### src/rtl/pom_pkg.sv
// Package: shared rule-bit positions for the pipeline property monitor.
// Assumes: the error vector is fixed at eight rule bits.
package pom_pkg;
    localparam int RULE_W   = 8;
    localparam int B_DET    = 0;
    localparam int B_PC_DET = 1;
    localparam int B_DUP    = 2;
    localparam int B_LOSS   = 3;
    localparam int B_NOP    = 4;
    localparam int B_JOIN   = 5;
    localparam int B_PC_ORD = 6;
    localparam int B_ORDER  = 7;
endpackage

### src/rtl/pom_latch_rules.sv
// Module: per-latch combinational rule evaluation.
// Assumes: parent_map is static; row i lists the parents of latch i.
module pom_latch_rules #(
    parameter int NUM_LATCH = 6
) (
    input  logic [NUM_LATCH*NUM_LATCH-1:0] parent_map,
    input  logic [NUM_LATCH-1:0]           lat_nf,
    input  logic [NUM_LATCH-1:0]           lat_st,
    input  logic [NUM_LATCH-1:0]           lat_ni,
    output logic [NUM_LATCH-1:0]           det_bad,
    output logic [NUM_LATCH-1:0]           dup_bad,
    output logic [NUM_LATCH-1:0]           loss_bad,
    output logic [NUM_LATCH-1:0]           nop_bad,
    output logic [NUM_LATCH-1:0]           join_bad,
    output logic [NUM_LATCH-1:0]           first_stage
);
    localparam logic [NUM_LATCH-1:0] ONE = NUM_LATCH'(1);

    for (genvar i = 0; i < NUM_LATCH; i++) begin : g_lat
        logic [NUM_LATCH-1:0] par;
        logic [NUM_LATCH-1:0] kid;
        logic [NUM_LATCH-1:0] par_nf;

        assign par    = parent_map[i*NUM_LATCH +: NUM_LATCH];
        assign par_nf = par & lat_nf;

        // Gather the children of latch i from the other rows.
        always_comb begin
            for (int j = 0; j < NUM_LATCH; j++) begin
                kid[j] = parent_map[j*NUM_LATCH + i];
            end
        end

        assign det_bad[i]     = (lat_nf[i] & lat_st[i]) | (lat_nf[i] & lat_ni[i])
                              | (lat_st[i] & lat_ni[i]) | ~(lat_nf[i] | lat_st[i] | lat_ni[i]);
        assign dup_bad[i]     = lat_nf[i] & (|par) & ~(|(par & ~lat_st));
        assign loss_bad[i]    = (lat_nf[i] | lat_ni[i]) & (|kid) & ~(|(kid & ~lat_st));
        assign nop_bad[i]     = lat_ni[i] & (|(par & (lat_nf | lat_ni)));
        assign join_bad[i]    = |(par_nf & (par_nf - ONE));
        assign first_stage[i] = ~(|par);
    end
endmodule

### src/rtl/pom_pc_rules.sv
// Module: program-counter rule evaluation.
// Assumes: first_stage marks latches fed directly by the program counter.
module pom_pc_rules #(
    parameter int NUM_LATCH = 6
) (
    input  logic                 pc_seq,
    input  logic                 pc_br,
    input  logic                 pc_st,
    input  logic [NUM_LATCH-1:0] first_stage,
    input  logic [NUM_LATCH-1:0] lat_nf,
    input  logic [NUM_LATCH-1:0] lat_st,
    input  logic [NUM_LATCH-1:0] lat_ni,
    output logic                 pc_det_bad,
    output logic                 pc_ord_bad
);
    logic moves;
    logic fs_all_st;

    assign moves      = pc_seq | pc_br;
    assign fs_all_st  = (|first_stage) & ~(|(first_stage & ~lat_st));
    assign pc_det_bad = (pc_seq & pc_br) | (pc_seq & pc_st) | (pc_br & pc_st)
                      | ~(pc_seq | pc_br | pc_st);
    assign pc_ord_bad = (pc_st & (|(first_stage & lat_nf)))
                      | (moves & fs_all_st)
                      | (moves & (|(first_stage & lat_ni)));
endmodule

### src/rtl/pom_order_track.sv
// Module: fork/join issue-stamp tracker for one pair.
// Assumes: in-flight tags are unique and fewer than 2**(TS_W-1);
//          an arriving tag was issued in an earlier cycle.
module pom_order_track #(
    parameter int TAG_W = 3,
    parameter int TS_W  = 5
) (
    input  logic             clk,
    input  logic             rst_n,
    input  logic             iss_vld,
    input  logic [TAG_W-1:0] iss_tag,
    input  logic             arr_vld,
    input  logic [TAG_W-1:0] arr_tag,
    output logic             order_bad
);
    localparam int DEPTH = 2**TAG_W;

    logic [TS_W-1:0] stamp_tab [DEPTH];
    logic [TS_W-1:0] ts_cnt;
    logic [TS_W-1:0] last_ts;
    logic            seen;
    logic [TS_W-1:0] arr_ts;
    logic [TS_W-1:0] diff;

    assign arr_ts    = stamp_tab[arr_tag];
    assign diff      = arr_ts - last_ts;
    assign order_bad = arr_vld & seen & ((diff == '0) | diff[TS_W-1]);

    // Record the issue stamp of each tag leaving the fork.
    always_ff @(posedge clk) begin
        if (iss_vld) begin
            stamp_tab[iss_tag] <= ts_cnt;
        end
    end

    // Advance the issue counter and remember the last join arrival.
    always_ff @(posedge clk) begin
        if (!rst_n) begin
            ts_cnt  <= '0;
            last_ts <= '0;
            seen    <= 1'b0;
        end else begin
            if (iss_vld) begin
                ts_cnt <= ts_cnt + TS_W'(1);
            end
            if (arr_vld) begin
                last_ts <= arr_ts;
                seen    <= 1'b1;
            end
        end
    end
endmodule

### src/rtl/pom_err_capture.sv
// Module: sticky flags and first-offender capture.
// Assumes: set has priority over clear in the same cycle.
module pom_err_capture
    import pom_pkg::*;
#(
    parameter int NUM_LATCH = 6,
    parameter int IDX_W     = 3
) (
    input  logic                 clk,
    input  logic                 rst_n,
    input  logic                 clr,
    input  logic [RULE_W-1:0]    err_now,
    input  logic [NUM_LATCH-1:0] lat_viol,
    output logic [RULE_W-1:0]    err_flags,
    output logic                 first_vld,
    output logic [IDX_W-1:0]     first_idx
);
    logic [IDX_W-1:0] lo_idx;
    logic [IDX_W-1:0] cap_idx;
    logic             hit;

    // Lowest-numbered violating latch.
    always_comb begin
        lo_idx = '0;
        for (int k = NUM_LATCH - 1; k >= 0; k--) begin
            if (lat_viol[k]) lo_idx = IDX_W'(k);
        end
    end

    assign hit     = (|lat_viol) | err_now[B_PC_DET] | err_now[B_PC_ORD];
    assign cap_idx = (|lat_viol) ? lo_idx : IDX_W'(NUM_LATCH);

    // Accumulate flags and capture the first offender once per clear.
    always_ff @(posedge clk) begin
        if (!rst_n) begin
            err_flags <= '0;
            first_vld <= 1'b0;
            first_idx <= '0;
        end else begin
            err_flags <= (clr ? '0 : err_flags) | err_now;
            if (clr || !first_vld) begin
                first_vld <= hit;
                first_idx <= hit ? cap_idx : '0;
            end
        end
    end
endmodule

### src/rtl/pipe_order_monitor.sv
// Module: top of the in-order pipeline property monitor.
// Assumes: condition inputs are sampled at each rising edge; parent_map static.
module pipe_order_monitor
    import pom_pkg::*;
#(
    parameter int NUM_LATCH = 6,
    parameter int NUM_PAIR  = 1,
    parameter int TAG_W     = 3,
    parameter int TS_W      = 5
) (
    input  logic                            clk,
    input  logic                            rst_n,
    input  logic                            clr,
    input  logic [NUM_LATCH*NUM_LATCH-1:0]  parent_map,
    input  logic [NUM_LATCH-1:0]            lat_nf,
    input  logic [NUM_LATCH-1:0]            lat_st,
    input  logic [NUM_LATCH-1:0]            lat_ni,
    input  logic                            pc_seq,
    input  logic                            pc_br,
    input  logic                            pc_st,
    input  logic [NUM_PAIR-1:0]             iss_vld,
    input  logic [NUM_PAIR*TAG_W-1:0]       iss_tag,
    input  logic [NUM_PAIR-1:0]             arr_vld,
    input  logic [NUM_PAIR*TAG_W-1:0]       arr_tag,
    output logic [RULE_W-1:0]               err_flags,
    output logic                            first_vld,
    output logic [$clog2(NUM_LATCH+1)-1:0]  first_idx
);
    localparam int IDX_W = $clog2(NUM_LATCH + 1);

    logic [NUM_LATCH-1:0] det_bad, dup_bad, loss_bad, nop_bad, join_bad;
    logic [NUM_LATCH-1:0] first_stage;
    logic [NUM_LATCH-1:0] lat_viol;
    logic                 pc_det_bad, pc_ord_bad;
    logic [NUM_PAIR-1:0]  order_bad;
    logic [RULE_W-1:0]    err_now;

    pom_latch_rules #(.NUM_LATCH(NUM_LATCH)) u_lat (
        .parent_map (parent_map),
        .lat_nf     (lat_nf),
        .lat_st     (lat_st),
        .lat_ni     (lat_ni),
        .det_bad    (det_bad),
        .dup_bad    (dup_bad),
        .loss_bad   (loss_bad),
        .nop_bad    (nop_bad),
        .join_bad   (join_bad),
        .first_stage(first_stage)
    );

    pom_pc_rules #(.NUM_LATCH(NUM_LATCH)) u_pc (
        .pc_seq     (pc_seq),
        .pc_br      (pc_br),
        .pc_st      (pc_st),
        .first_stage(first_stage),
        .lat_nf     (lat_nf),
        .lat_st     (lat_st),
        .lat_ni     (lat_ni),
        .pc_det_bad (pc_det_bad),
        .pc_ord_bad (pc_ord_bad)
    );

    for (genvar p = 0; p < NUM_PAIR; p++) begin : g_pair
        pom_order_track #(.TAG_W(TAG_W), .TS_W(TS_W)) u_ord (
            .clk      (clk),
            .rst_n    (rst_n),
            .iss_vld  (iss_vld[p]),
            .iss_tag  (iss_tag[p*TAG_W +: TAG_W]),
            .arr_vld  (arr_vld[p]),
            .arr_tag  (arr_tag[p*TAG_W +: TAG_W]),
            .order_bad(order_bad[p])
        );
    end

    assign lat_viol = det_bad | dup_bad | loss_bad | nop_bad | join_bad;

    // Assemble this cycle's rule violations.
    always_comb begin
        err_now           = '0;
        err_now[B_DET]    = |det_bad;
        err_now[B_PC_DET] = pc_det_bad;
        err_now[B_DUP]    = |dup_bad;
        err_now[B_LOSS]   = |loss_bad;
        err_now[B_NOP]    = |nop_bad;
        err_now[B_JOIN]   = |join_bad;
        err_now[B_PC_ORD] = pc_ord_bad;
        err_now[B_ORDER]  = |order_bad;
    end

    pom_err_capture #(.NUM_LATCH(NUM_LATCH), .IDX_W(IDX_W)) u_cap (
        .clk      (clk),
        .rst_n    (rst_n),
        .clr      (clr),
        .err_now  (err_now),
        .lat_viol (lat_viol),
        .err_flags(err_flags),
        .first_vld(first_vld),
        .first_idx(first_idx)
    );
endmodule

### config.mk
export PLATFORM = sky130hd
export DESIGN_NAME = pipe_order_monitor
export DESIGN_NICKNAME = d
export VERILOG_FILES = /design/src/rtl/pom_pkg.sv /design/src/rtl/pom_latch_rules.sv /design/src/rtl/pom_pc_rules.sv /design/src/rtl/pom_order_track.sv /design/src/rtl/pom_err_capture.sv /design/src/rtl/pipe_order_monitor.sv
export SDC_FILE = /design/constraint.sdc
export NUM_CORES = 1
export LEC_CHECK = 0
export CORE_MARGIN = 1.5
export CORE_UTILIZATION = 58
export CTS_CLUSTER_DIAMETER = 200
export CTS_CLUSTER_SIZE = 24
export DETAILED_ROUTE_END_ITERATION = 16
export MAX_ROUTING_LAYER = met4
export PLACE_DENSITY = 0.89
export SLEW_MARGIN = 20
export SYNTH_ARGS = -nofsm -noshare
export SYNTH_HDL_FRONTEND = slang
export SYNTH_SLANG_ARGS = --single-unit
export TNS_END_PERCENT = 20
### constraint.sdc
create_clock -name clk -period 6.53 [get_ports clk]
set_input_delay 0.653 -clock clk [delete_from_list [all_inputs] [get_ports clk]]
set_output_delay 0.653 -clock clk [all_outputs]
set_load 0.05 [all_outputs]
==> results.json <==
{
  "synth.distinct_cells": 60,
  "avgViaCountPerCell": 7.56,
  "final_cell_mix": "clkdlybuf4s50_1, nor2_1, edfxtp_1",
  "antenna_found_initial": 0,
  "cts_tree": "yes",
  "grt.overflow.total": 0,
  "ir_worst_vdd_mv": 0.197,
  "vias": 4891,
  "avgSynthCellArea_um2": 9.14,
  "cp_data_arrival_time_ns": 3.90,
  "start_kind": "primary input",
  "synth_area_leaders": "edfxtp_1, dfxtp_1, mux4_2",
  "drc_errors": 0,
  "io-pin-count": 80,
  "syn_area_mm2": 0.00441,
  "cts_root_buf": "clkbuf_8",
  "slew_headroom": 0.367,
  "hpwl_um": 12000,
  "cts.sinks": 63,
  "detail_route.wirelength_um": 16600,
  "critPathKind": "in -> reg",
  "critPathLaunch": "arr_tag[0]",
  "numPortBuffers": 79,
  "nNetsFinal": 616,
  "end_kind": "flip-flop",
  "async_flop_share": 0,
  "synth-edff-count": 40,
  "fin_skew_ns": 0.0100,
  "rr_startpoint": "g_pair[0].u_ord.stamp_tab[6][1]$_DFFE_PP_",
  "die_area_mm2": 0.00813,
  "drive_gt1_frac": 0.0730,
  "layout_min_cycle_time_ns": 3.65,
  "numCtsBuffers": 9,
  "ctsHoldBuffers": 0,
  "drv_cap": 0,
  "synthFlopType": "edfxtp_1",
  "min_path_type": "reg -> reg",
  "cts_resized": 0,
  "status": "completed",
  "die_x_um": 90.2,
  "fill_cells": 555,
  "grt_pass1_vias": 4624,
  "num_rows": 31,
  "dr.pass1.iters": 7,
  "seq_area_frac_synth": 0.377,
  "min_from": "u_cap.first_idx[1]$_SDFFE_PN0P_",
  "grt_max_degree": 23,
  "p_leak_nw": 1.83,
  "clock_latency_ns": 0.35,
  "core_area_mm2": 0.00729,
  "gp_congestion": 1.11,
  "grtUsageTotal": 0.426,
  "final_common_cell": "clkdlybuf4s50_1",
  "worstMarginPinSlew_ns": 0.947,
  "fin_crit_sh": 0.559,
  "finalHoldViolCount": 0,
  "htree_levels": 3,
  "die_y_um": 90.2,
  "post-cts-setup-buffer-count": 0,
  "timing.fmax_mhz": 274,
  "synth_cells": 482,
  "grt_pass1_wl_um": 25600,
  "setup_violations": 0,
  "crit_required_ns": 6.78,
  "synth_seq_cells": 63,
  "avgRoutedWirePerCell_um": 25.6,
  "clkTransAtPathRegs_ns": 0.08,
  "drt_iter0_markers": 953,
  "synth_top_cell_by_area": "edfxtp_1",
  "rsz0062_at_grt": "false",
  "syn_nets": 555,
  "pwr_density_cell_mw_per_mm2": 198,
  "worst_hold_slack_ns": 0.463,
  "start_util": 0.604,
  "cts_buffer_depth": 2,
  "cp_max_fo": 10,
  "diodes": 0,
  "finalMaxSlewViolations": 0,
  "antenna_left": 0,
  "fin_tns_setup_ns": 0,
  "syn2layout_area_growth_pct": 22.7,
  "ys_warn_count": 0,
  "synth_top_area_frac": 0.273
}
[synth_stat cells, drive strengths merged, types with 2 or more instances]
library cell  number
nand3             12
mux2               3
nor4b              2
a211oi             2
a2111oi            4
and2               2
a221oi             6
xnor2              3
a21oi             14
mux4              10
o21a               2
edfxtp            40
nor2b             16
o31ai              7
a221o              6
a31oi              7
o311ai             2
clkbuf            24
inv               27
nor3              16
nand4             30
o21ai             44
mux2i              6
nand2             19
nor2              44
o2111ai           10
o221ai             4
or4               10
xor2               9
buf                5
nand2b            19
nor4               8
dfxtp             23
a22oi             21
a22o               5
ha                 5
[logic make-up after synthesis]
logic type	after synthesis	share of synthesized area
simple gates	180	0.227
compound gates	145	0.229
flops	63	0.377
buf+inv	56	0.0486
mux	19	0.0724
xor+xnor	13	0.0290
fa+ha+maj	6	0.0165
[power by group]
group	internal (mW)	leakage [nW]	total [mW]	switching, mW
combinational	0.109	1.19	0.278	0.169
sequential	0.437	0.553	0.448	0.0118
clock	0.176	0.0891	0.344	0.168
[final cells by class]
class,count,area (um2),area share
repair buffers,79,791,0.146
flip-flops and latches,63,1660,0.307
clock buffers,9,124,0.0229
clock inverters,7,73.8,0.0137
multi-input cells,363,2530,0.468
inverters,27,101,0.0187
well taps,99,124,0.0229
[final timing paths]
kind / endpoint / slack, ns / cells past startpoint
worst min-delay path: u_cap.first_idx[1]$_SDFFE_PN0P_ / 0.46 / 2
worst max-delay path: u_cap.err_flags[7]$_SDFF_PN0_ / 2.88 / 10
worst max register to register: u_cap.err_flags[7]$_SDFF_PN0_ / 3.77 / 9
worst min register to register: u_cap.first_idx[1]$_SDFFE_PN0P_ / 0.46 / 2
[through the flow]
stage               total power, mW  utilization  setup WS [ns]  cells  area, um2
global route                   1.10        0.741           2.76    647       5410
global placement              0.712        0.714           2.77    631       5210
floorplan                     0.601            -           3.52    482       4410
CTS                            1.06        0.741           2.87    647       5410
detailed placement            0.722        0.714           2.53    631       5210
finish                         1.07        0.741           2.88    647       5410
[worst max-delay path, stage by stage]
cell and delay [ns]:
clkdlybuf4s50_1 0.91, mux4_2 0.60, mux2_2 0.31, ha_1 0.33, a21oi_1 0.28, o21bai_1 0.10
a21oi_1 0.19, xnor3_1 0.25, a31oi_1 0.18, o21ai_1 0.09
[registers in the layout, summed over array words and instances, names as in the netlist]
| signal | count |
|---|---|
| g_pair.u_ord.last_ts | 5 |
| g_pair.u_ord.seen | 1 |
| g_pair.u_ord.stamp_tab | 40 |
| g_pair.u_ord.ts_cnt | 5 |
| u_cap.err_flags | 8 |
| u_cap.first_idx | 3 |
| u_cap.first_vld | 1 |
[layer usage]
layer	global-route usage	share of wire	vias to the layer above
met1	0.560	0.37	2255
met3	0.120	0.14	113
li1	-	-	2013
met2	0.613	0.43	510
met4	0.190	0.056	0
met5	-	0	-
Power figures use the tool's default switching activity.
